## config.mk

```make
export PLATFORM = sky130hd
export DESIGN_NAME = i2cseq_top
export DESIGN_NICKNAME = d
export VERILOG_FILES = /design/src/rtl/i2cseq_pkg.sv /design/src/rtl/i2cseq_flag_dec.sv /design/src/rtl/i2cseq_down_ctr.sv /design/src/rtl/i2cseq_byte_fmt.sv /design/src/rtl/i2cseq_top.sv
export SDC_FILE = /design/constraint.sdc
export NUM_CORES = 1
export LEC_CHECK = 0
export CORE_UTILIZATION = 45
export DETAILED_ROUTE_END_ITERATION = 12
export GPL_TIMING_DRIVEN = 0
export PLACE_DENSITY = 0.75
export RECOVER_POWER = 50
export SYNTH_ARGS = -nofsm -noshare
export SYNTH_HDL_FRONTEND = slang
export SYNTH_SLANG_ARGS = --single-unit
```

## constraint.sdc

```tcl
create_clock -name clk -period 5.8 [get_ports clk]
set_clock_uncertainty 0.2 [all_clocks]
set_input_delay 1.45 -clock clk [delete_from_list [all_inputs] [get_ports clk]]
set_output_delay 1.45 -clock clk [all_outputs]
set_load 0.01 [all_outputs]
```

## src/rtl/i2cseq_pkg.sv

```systemverilog
package i2cseq_pkg;

    typedef enum logic [2:0] {
        OP_START   = 3'd0,
        OP_RESTART = 3'd1,
        OP_STOP    = 3'd2,
        OP_WRITE   = 3'd3,
        OP_READ    = 3'd4,
        OP_DELAY   = 3'd5
    } op_e;

    typedef enum logic [1:0] {
        AK_SEND = 2'd0,
        AK_NACK = 2'd1,
        AK_NONE = 2'd2
    } ackm_e;

    typedef struct packed {
        logic rd;
        logic no_start;
        logic ign_nack;
        logic no_rd_ack;
        logic no_stop;
    } mflags_t;

    localparam int FB_RD        = 0;
    localparam int FB_NO_START  = 4;
    localparam int FB_IGN_NACK  = 5;
    localparam int FB_NO_RD_ACK = 6;
    localparam int FB_NO_STOP   = 7;

    localparam int ERR_ADDR_NACK = 1;
    localparam int ERR_IO        = 2;
    localparam int ERR_TIMEOUT   = 3;

    typedef enum logic [3:0] {
        ST_IDLE,
        ST_NEXT_DESC,
        ST_DISPATCH,
        ST_BEGIN,
        ST_ADDR,
        ST_RSTOP,
        ST_RGAP,
        ST_RSTART,
        ST_WR_FETCH,
        ST_WR_BYTE,
        ST_RD_BYTE,
        ST_MSG_END,
        ST_FIN,
        ST_STOP,
        ST_REPORT
    } state_e;

endpackage

```

## src/rtl/i2cseq_flag_dec.sv

```systemverilog
module i2cseq_flag_dec
    import i2cseq_pkg::*;
(
    input  logic [7:0] raw,
    output mflags_t    fl
);
    logic [2:0] unused_bits;

    always_comb begin
        fl.rd        = raw[FB_RD];
        fl.no_start  = raw[FB_NO_START];
        fl.ign_nack  = raw[FB_IGN_NACK];
        fl.no_rd_ack = raw[FB_NO_RD_ACK];
        fl.no_stop   = raw[FB_NO_STOP];
        unused_bits  = raw[3:1];
    end
endmodule

```

## src/rtl/i2cseq_down_ctr.sv

```systemverilog
module i2cseq_down_ctr #(
    parameter int W = 8
) (
    input  logic         clk,
    input  logic         rst_n,
    input  logic         load,
    input  logic [W-1:0] load_val,
    input  logic         dec,
    output logic [W-1:0] cnt,
    output logic         is_zero,
    output logic         is_one
);
    localparam logic [W-1:0] ONE = {{(W-1){1'b0}}, 1'b1};

    always_ff @(posedge clk or negedge rst_n) begin
        if (!rst_n) begin
            cnt <= '0;
        end else if (load) begin
            cnt <= load_val;
        end else if (dec) begin
            cnt <= cnt - ONE;
        end
    end

    assign is_zero = (cnt == '0);
    assign is_one  = (cnt == ONE);

    // neither retries nor bytes are consumed below zero
    assert_no_underflow_R4: assert property (@(posedge clk) disable iff (!rst_n)
        (dec && !load) |-> !is_zero);
endmodule

```

## src/rtl/i2cseq_byte_fmt.sv

```systemverilog
module i2cseq_byte_fmt
    import i2cseq_pkg::*;
(
    input  logic [6:0] addr,
    input  logic       rd,
    input  logic       no_rd_ack,
    input  logic       last_byte,
    output logic [7:0] addr_byte,
    output ackm_e      ack_mode
);
    always_comb begin
        addr_byte = {addr, rd};
        if (no_rd_ack)      ack_mode = AK_NONE;
        else if (last_byte) ack_mode = AK_NACK;
        else                ack_mode = AK_SEND;
    end
endmodule

```

## src/rtl/i2cseq_top.sv

```systemverilog
module i2cseq_top
    import i2cseq_pkg::*;
#(
    parameter int LEN_W   = 8,
    parameter int RETRY_W = 4,
    parameter int MSG_W   = 8
) (
    input  logic               clk,
    input  logic               rst_n,
    input  logic [RETRY_W-1:0] cfg_retries,
    input  logic               desc_valid,
    output logic               desc_ready,
    input  logic [6:0]         desc_addr,
    input  logic [7:0]         desc_flags,
    input  logic [LEN_W-1:0]   desc_len,
    input  logic               desc_last,
    input  logic               wr_valid,
    output logic               wr_ready,
    input  logic [7:0]         wr_data,
    output logic               rd_valid,
    output logic [7:0]         rd_data,
    output logic               cmd_valid,
    input  logic               cmd_ready,
    output logic [2:0]         cmd_op,
    output logic [7:0]         cmd_data,
    output logic [1:0]         cmd_ack,
    input  logic               rsp_valid,
    input  logic               rsp_nack,
    input  logic               rsp_timeout,
    input  logic [7:0]         rsp_data,
    output logic               done_valid,
    output logic               done_err,
    output logic [MSG_W-1:0]   done_code
);
    localparam logic [MSG_W-1:0] MSG_ONE = {{(MSG_W-1){1'b0}}, 1'b1};

    state_e           state_q, state_d;
    logic             cmd_sent_q;
    logic [6:0]       addr_q;
    logic [7:0]       flags_q;
    logic             last_q;
    logic [7:0]       wbyte_q;
    logic [MSG_W-1:0] msg_cnt_q;
    logic             err_q;
    logic [MSG_W-1:0] err_code_q;
    logic             rd_valid_q;
    logic [7:0]       rd_data_q;

    mflags_t          fl;
    logic             desc_fire, wr_fire, cmd_fire, rsp_in;
    logic             abort_req;
    logic [MSG_W-1:0] abort_code;
    state_e           data_next;
    logic             cmd_state;

    logic [LEN_W-1:0]   byte_cnt;
    logic               byte_zero, byte_one, byte_dec;
    logic [RETRY_W-1:0] retry_cnt;
    logic               retry_zero, retry_dec;
    logic               unused_retry_one;
    logic [7:0]         addr_byte;
    ackm_e              ack_mode;

    i2cseq_flag_dec u_flags (
        .raw (flags_q),
        .fl  (fl)
    );

    i2cseq_down_ctr #(.W(LEN_W)) u_bytes (
        .clk      (clk),
        .rst_n    (rst_n),
        .load     (desc_fire),
        .load_val (desc_len),
        .dec      (byte_dec),
        .cnt      (byte_cnt),
        .is_zero  (byte_zero),
        .is_one   (byte_one)
    );

    i2cseq_down_ctr #(.W(RETRY_W)) u_retries (
        .clk      (clk),
        .rst_n    (rst_n),
        .load     (desc_fire),
        .load_val (cfg_retries),
        .dec      (retry_dec),
        .cnt      (retry_cnt),
        .is_zero  (retry_zero),
        .is_one   (unused_retry_one)
    );

    i2cseq_byte_fmt u_fmt (
        .addr      (addr_q),
        .rd        (fl.rd),
        .no_rd_ack (fl.no_rd_ack),
        .last_byte (byte_one),
        .addr_byte (addr_byte),
        .ack_mode  (ack_mode)
    );

    assign desc_fire = desc_valid && desc_ready;
    assign wr_fire   = wr_valid && wr_ready;
    assign cmd_fire  = cmd_valid && cmd_ready;
    assign rsp_in    = rsp_valid && cmd_sent_q;
    assign data_next = byte_zero ? ST_MSG_END : (fl.rd ? ST_RD_BYTE : ST_WR_FETCH);

    assign retry_dec = (state_q == ST_ADDR) && rsp_in && !rsp_timeout
                       && rsp_nack && !retry_zero;
    assign byte_dec  = rsp_in && !rsp_timeout &&
                       ((state_q == ST_RD_BYTE) ||
                        ((state_q == ST_WR_BYTE) && !(rsp_nack && !fl.ign_nack)));

    // Next-state decision
    always_comb begin
        state_d    = state_q;
        abort_req  = 1'b0;
        abort_code = '0;
        unique case (state_q)
            ST_IDLE, ST_NEXT_DESC: begin
                if (desc_fire) state_d = ST_DISPATCH;
            end
            ST_DISPATCH: begin
                state_d = fl.no_start ? data_next : ST_BEGIN;
            end
            ST_BEGIN, ST_RSTOP, ST_RGAP, ST_RSTART: begin
                if (rsp_in) begin
                    if (rsp_timeout) begin
                        abort_req  = 1'b1;
                        abort_code = MSG_W'(ERR_TIMEOUT);
                        state_d    = ST_FIN;
                    end else begin
                        unique case (state_q)
                            ST_BEGIN: state_d = ST_ADDR;
                            ST_RSTOP: state_d = ST_RGAP;
                            ST_RGAP:  state_d = ST_RSTART;
                            default:  state_d = ST_ADDR;
                        endcase
                    end
                end
            end
            ST_ADDR: begin
                if (rsp_in) begin
                    if (rsp_timeout) begin
                        abort_req  = 1'b1;
                        abort_code = MSG_W'(ERR_TIMEOUT);
                        state_d    = ST_FIN;
                    end else if (!rsp_nack) begin
                        state_d = data_next;
                    end else if (!retry_zero) begin
                        state_d = ST_RSTOP;
                    end else if (fl.ign_nack) begin
                        state_d = data_next;
                    end else begin
                        abort_req  = 1'b1;
                        abort_code = MSG_W'(ERR_ADDR_NACK);
                        state_d    = ST_FIN;
                    end
                end
            end
            ST_WR_FETCH: begin
                if (wr_fire) state_d = ST_WR_BYTE;
            end
            ST_WR_BYTE: begin
                if (rsp_in) begin
                    if (rsp_timeout) begin
                        abort_req  = 1'b1;
                        abort_code = MSG_W'(ERR_TIMEOUT);
                        state_d    = ST_FIN;
                    end else if (rsp_nack && !fl.ign_nack) begin
                        abort_req  = 1'b1;
                        abort_code = MSG_W'(ERR_IO);
                        state_d    = ST_FIN;
                    end else begin
                        state_d = byte_one ? ST_MSG_END : ST_WR_FETCH;
                    end
                end
            end
            ST_RD_BYTE: begin
                if (rsp_in) begin
                    if (rsp_timeout) begin
                        abort_req  = 1'b1;
                        abort_code = MSG_W'(ERR_TIMEOUT);
                        state_d    = ST_FIN;
                    end else begin
                        state_d = byte_one ? ST_MSG_END : ST_RD_BYTE;
                    end
                end
            end
            ST_MSG_END: state_d = last_q ? ST_FIN : ST_NEXT_DESC;
            ST_FIN:     state_d = fl.no_stop ? ST_REPORT : ST_STOP;
            ST_STOP: begin
                if (rsp_in) state_d = ST_REPORT;
            end
            ST_REPORT:  state_d = ST_IDLE;
            default:    state_d = ST_IDLE;
        endcase
    end

    // State and datapath registers
    always_ff @(posedge clk or negedge rst_n) begin
        if (!rst_n) begin
            state_q    <= ST_IDLE;
            cmd_sent_q <= 1'b0;
            addr_q     <= '0;
            flags_q    <= '0;
            last_q     <= 1'b0;
            wbyte_q    <= '0;
            msg_cnt_q  <= '0;
            err_q      <= 1'b0;
            err_code_q <= '0;
            rd_valid_q <= 1'b0;
            rd_data_q  <= '0;
        end else begin
            state_q <= state_d;
            if (cmd_fire)    cmd_sent_q <= 1'b1;
            else if (rsp_in) cmd_sent_q <= 1'b0;
            if (desc_fire) begin
                addr_q  <= desc_addr;
                flags_q <= desc_flags;
                last_q  <= desc_last;
            end
            if (wr_fire) wbyte_q <= wr_data;
            if (state_q == ST_MSG_END) msg_cnt_q <= msg_cnt_q + MSG_ONE;
            if (abort_req) begin
                err_q      <= 1'b1;
                err_code_q <= abort_code;
            end
            if (state_q == ST_REPORT) begin
                msg_cnt_q  <= '0;
                err_q      <= 1'b0;
                err_code_q <= '0;
            end
            rd_valid_q <= (state_q == ST_RD_BYTE) && rsp_in && !rsp_timeout;
            if ((state_q == ST_RD_BYTE) && rsp_in) rd_data_q <= rsp_data;
        end
    end

    // Outputs
    always_comb begin
        cmd_state = 1'b0;
        cmd_op    = OP_WRITE;
        cmd_data  = wbyte_q;
        cmd_ack   = AK_SEND;
        unique case (state_q)
            ST_BEGIN: begin
                cmd_state = 1'b1;
                cmd_op    = (msg_cnt_q == '0) ? OP_START : OP_RESTART;
            end
            ST_ADDR: begin
                cmd_state = 1'b1;
                cmd_op    = OP_WRITE;
                cmd_data  = addr_byte;
            end
            ST_RSTOP, ST_STOP: begin
                cmd_state = 1'b1;
                cmd_op    = OP_STOP;
            end
            ST_RGAP: begin
                cmd_state = 1'b1;
                cmd_op    = OP_DELAY;
            end
            ST_RSTART: begin
                cmd_state = 1'b1;
                cmd_op    = OP_START;
            end
            ST_WR_BYTE: begin
                cmd_state = 1'b1;
                cmd_op    = OP_WRITE;
            end
            ST_RD_BYTE: begin
                cmd_state = 1'b1;
                cmd_op    = OP_READ;
                cmd_ack   = ack_mode;
            end
            default: cmd_state = 1'b0;
        endcase
        cmd_valid  = cmd_state && !cmd_sent_q;
        desc_ready = (state_q == ST_IDLE) || (state_q == ST_NEXT_DESC);
        wr_ready   = (state_q == ST_WR_FETCH);
        rd_valid   = rd_valid_q;
        rd_data    = rd_data_q;
        done_valid = (state_q == ST_REPORT);
        done_err   = err_q;
        done_code  = err_q ? err_code_q : msg_cnt_q;
    end

    // a stalled command is held unchanged
    assert_cmd_hold_R12: assert property (@(posedge clk) disable iff (!rst_n)
        (cmd_valid && !cmd_ready) |=> (cmd_valid && $stable(cmd_op)
                                        && $stable(cmd_data) && $stable(cmd_ack)));

    // the result is a single-cycle pulse and is followed by readiness
    assert_done_pulse_R11: assert property (@(posedge clk) disable iff (!rst_n)
        done_valid |=> (!done_valid && desc_ready));

    // a repeated start only follows a completed message
    assert_restart_later_R2: assert property (@(posedge clk) disable iff (!rst_n)
        (cmd_valid && cmd_op == OP_RESTART) |-> (msg_cnt_q != '0));

    // ACK is requested only while more than one byte remains
    assert_read_ack_R7: assert property (@(posedge clk) disable iff (!rst_n)
        (cmd_valid && cmd_op == OP_READ && cmd_ack == AK_SEND) |-> (byte_cnt > 1));

    // a delivered read byte comes from an engine response one cycle earlier
    assert_rd_from_rsp_R7: assert property (@(posedge clk) disable iff (!rst_n)
        rd_valid |-> $past(rsp_valid));

    // retries are spent only on an address NACK
    assert_retry_use_R4: assert property (@(posedge clk) disable iff (!rst_n)
        retry_dec |-> (rsp_valid && rsp_nack));
endmodule

```

==> metrics.md <==
| Metric | Value |
|---|---|
| Static Leak | 0.00179 uW |
| Syn-to-layout area delta | 35.7% |
| Die width | 86.7 um |
| Reg2reg end | state_q[2] |
| Status | finished with violations |
| Commonest non-fill, non-tap cell in the layout | clkdlybuf4s50_1 |
| Tightest Pin Transition | 1.57 ns |
| Relative max-transition margin | -4.86% |
| DRT Pass-1 Iters | 5 |
| Fmax | 232 MHz |
| Clk root buf | clkbuf_8 |
| Pwr Density | 463 nW/um2 |
| Unrepaired setup endpoints after global routing | false |
| Post-Syn Area | 3230 um2 |
| Arrival @ worst endpoint | 2.66 ns |
| Post-synthesis async set-or-reset flop share | 100% |
| GR Util All Layers | 22.2% |
| Die area | 7520 um2 |
| Largest net degree at the start of global routing | 31 |
| Starting Density | a little under half |
| Finish-stage setup viols | 0 |
| I/O Buffers | 83 |
| Seq/Total Area, Yosys | 44.9% |
| Initial antenna violation count | 0 |
| Number of synthesized flops with an enable pin | 0 |
| Io pins | 87 |
| CP endpoint kind | primary output |
| Fin util | a little under two thirds |
| ANT cells | 0 |
| Most frequent cells in the layout | clkdlybuf4s50_1 (80), dfrtp_1 (58), nor2_1 (39) |
| Final Hold Violating Endpoints | 0 |
| Filler cell count | between 500 and 600 |
| Hpwl dp | 5720 um |
| H-Tree Depth | 3 |
| Worst Path Max Fanout | 5 |
| Required @ worst endpoint | 4.15 ns |
| Cells along the critical path | nor4_1 -> and3_1 -> nor3b_1 -> clkdlybuf4s50_1 |
| Synth cell types | 52 |
| Peak supply drop | around 270 uV |
| WL/cell | roughly 15 um |
| CP Launch Point | u_bytes.cnt[2] |
| Synth Flop Type | dfrtp_1 |
| DRC Markers | 0 |
| GRT Residual Overflow | 0 |
| Synth Instances | 324 |
| CTS tree | built |
| Reg-to-Reg Start | state_q[0] |
| Number of buffers created by CTS | 9 |
| Crit Path Category | flip-flop to primary output |
| HP Class | flip-flop to flip-flop |
| Vias per inst | 5.36 |
| FP Rows | 30 |
| Max-cap violations | 2 |
| Vias in the first global route | 2777 |
| Worst-path clk slew | 0.07 ns |
| Sink Count | 58 |
| Nets | around 480 |
| Die height | 86.7 um |
| Fin crit period | between 4 and 5 ns |
| Via Count | around 2.8k |
| Synth warn | 0 |
| Post-CTS setup buffer count | 0 |
| Violated checks | capacitance limit, slew limit |
| Routed Antenna Nets | 0 |
| CTS resizes | 0 |
| CP endpoint | cmd_ack[0] |
| Crit-path slowest cell | nor4_1 |
| Routability cong. | 0.891 |
| Clock buffer depth | 2 |
| Final Slew Violations | 61 |
| R2R cell count | 6 |
| Share of layout cells above drive strength 1 | between 10% and 20% |
| Initial DRC count | between 100 and 150 |
| Post-Syn Area per Cell | 9.97 um2 |
| Final period util | 74.3% |
| First-pass GRT wire length | between 10000 and 15000 um |
| Worst-Skew Late Latency | roughly 0.35 ns |
| Synth Register Bits | 58 |
| WHS Path Cells | 1 |
| CORE AREA | roughly 7000 um2 |
| Hold Buf Count CTS | 0 |
| Syn Nets | 382 |
| Critical Path Start Type | flip-flop |
| Drt total wl | 7670 um |
| CP max stage delay | 0.67 ns |
| Setup_tns | 0 ns |
| Reg2Reg Setup Slack | 3.11 ns |
-- sequential cells by signal, summed over array words and instances, names as in the netlist --
| name | flops |
|---|---|
| addr_q | 7 |
| cmd_sent_q | 1 |
| done_err | 1 |
| err_code_q | 2 |
| flags_q | 5 |
| last_q | 1 |
| msg_cnt_q | 8 |
| rd_data | 8 |
| rd_valid | 1 |
| state_q | 4 |
| u_bytes.cnt | 8 |
| u_retries.cnt | 4 |
| wbyte_q | 8 |
-- final cells by class --
cell class	count	area, um2	share of cell area (%)
Inverter	9	33.8	0.771
Buffer	16	61.3	1.40
Tap cell	96	120	2.74
Timing Repair Buffer	84	828	18.9
Sequential cell	58	1450	33.1
Clock buffer	11	151	3.45
Clock inverter	5	52.6	1.20
Multi-Input combinational cell	241	1690	38.4
-- report_power, final --
part           total [uW]  switching, uW  internal [uW]
logic                 949            457            492
registers             695            121            574
clock network         385            165            219
total                2030            743           1290
-- worst min path at each step --
stage,start,end
final,addr_q[0],addr_q[0]
after global placement,wbyte_q[1],wbyte_q[1]
after floorplan,wbyte_q[0],wbyte_q[0]
after detailed placement,wbyte_q[1],wbyte_q[1]
after global routing,wbyte_q[2],wbyte_q[2]
after CTS,wbyte_q[1],wbyte_q[1]
-- cell usage after synthesis, types with 3 or more instances --
cell type | instances | area share [%]
xnor2_1 | 6 | 1.6
mux2_2 | 38 | 13
nand2b_1 | 6 | 1.2
a31oi_1 | 4 | 0.77
nor3_1 | 10 | 1.5
mux2_1 | 3 | 1.0
ha_1 | 6 | 2.3
nor4_1 | 3 | 0.58
a21oi_1 | 21 | 3.3
clkbuf_1 | 14 | 1.6
nand2_1 | 16 | 1.9
and3_1 | 3 | 0.58
inv_1 | 8 | 0.93
nor2b_1 | 9 | 1.7
nand3_1 | 9 | 1.4
o21ai_0 | 11 | 1.7
and2_1 | 3 | 0.58
dfrtp_1 | 58 | 45
nor3b_1 | 3 | 0.70
nand4_1 | 6 | 1.2
o211ai_1 | 4 | 0.93
xor2_1 | 8 | 2.2
nor2_1 | 39 | 4.5
-- logic make-up (layout without fill, tap and decap cells) --
group | count (synthesis) | in the layout | share of synthesized area [%]
XOR/XNOR | 14 | 14 | 3.79
adder cells (fa/ha/maj) | 6 | 6 | 2.32
AND/OR/NAND/NOR | 123 | 123 | 20.7
AO/OA/AOI/OAI | 56 | 56 | 10.8
buffers and inverters | 25 | 125 | 2.94
flip-flops | 58 | 58 | 44.9
multiplexers | 42 | 42 | 14.6
-- stage by stage --
stage	hold slack [ns]	std cells	worst slack (ns)	power [uW]	area (um2)
finish	0.302	520	1.49	2030	4380
global route	0.315	520	1.31	2170	4380
CTS	0.304	520	1.50	2040	4400
detailed placement	0.288	504	1.89	1650	4200
global placement	0.272	503	1.26	1620	4180
floorplan	0.259	324	2.67	1280	3230
-- worst max-delay path: cells and delay by family, from the launching register on --
kind / cells / cell delay (ns)
buffers and inverters: 1 / 0.59
flip-flops: 1 / 0.43
AND/OR/NAND/NOR: 3 / 1.29
-- routing by layer --
| metal | track usage, % | vias to the layer above | share of wire (%) |
|---|---|---|---|
| li1 | - | 1357 | - |
| met5 | 0 | - | 0 |
| met3 | 5.43 | 12 | 5.6 |
| met1 | 26.3 | 1325 | 44 |
| met4 | 10.0 | 0 | 1.6 |
| met2 | 38.2 | 92 | 49 |
(Power assumes the default switching activity.)
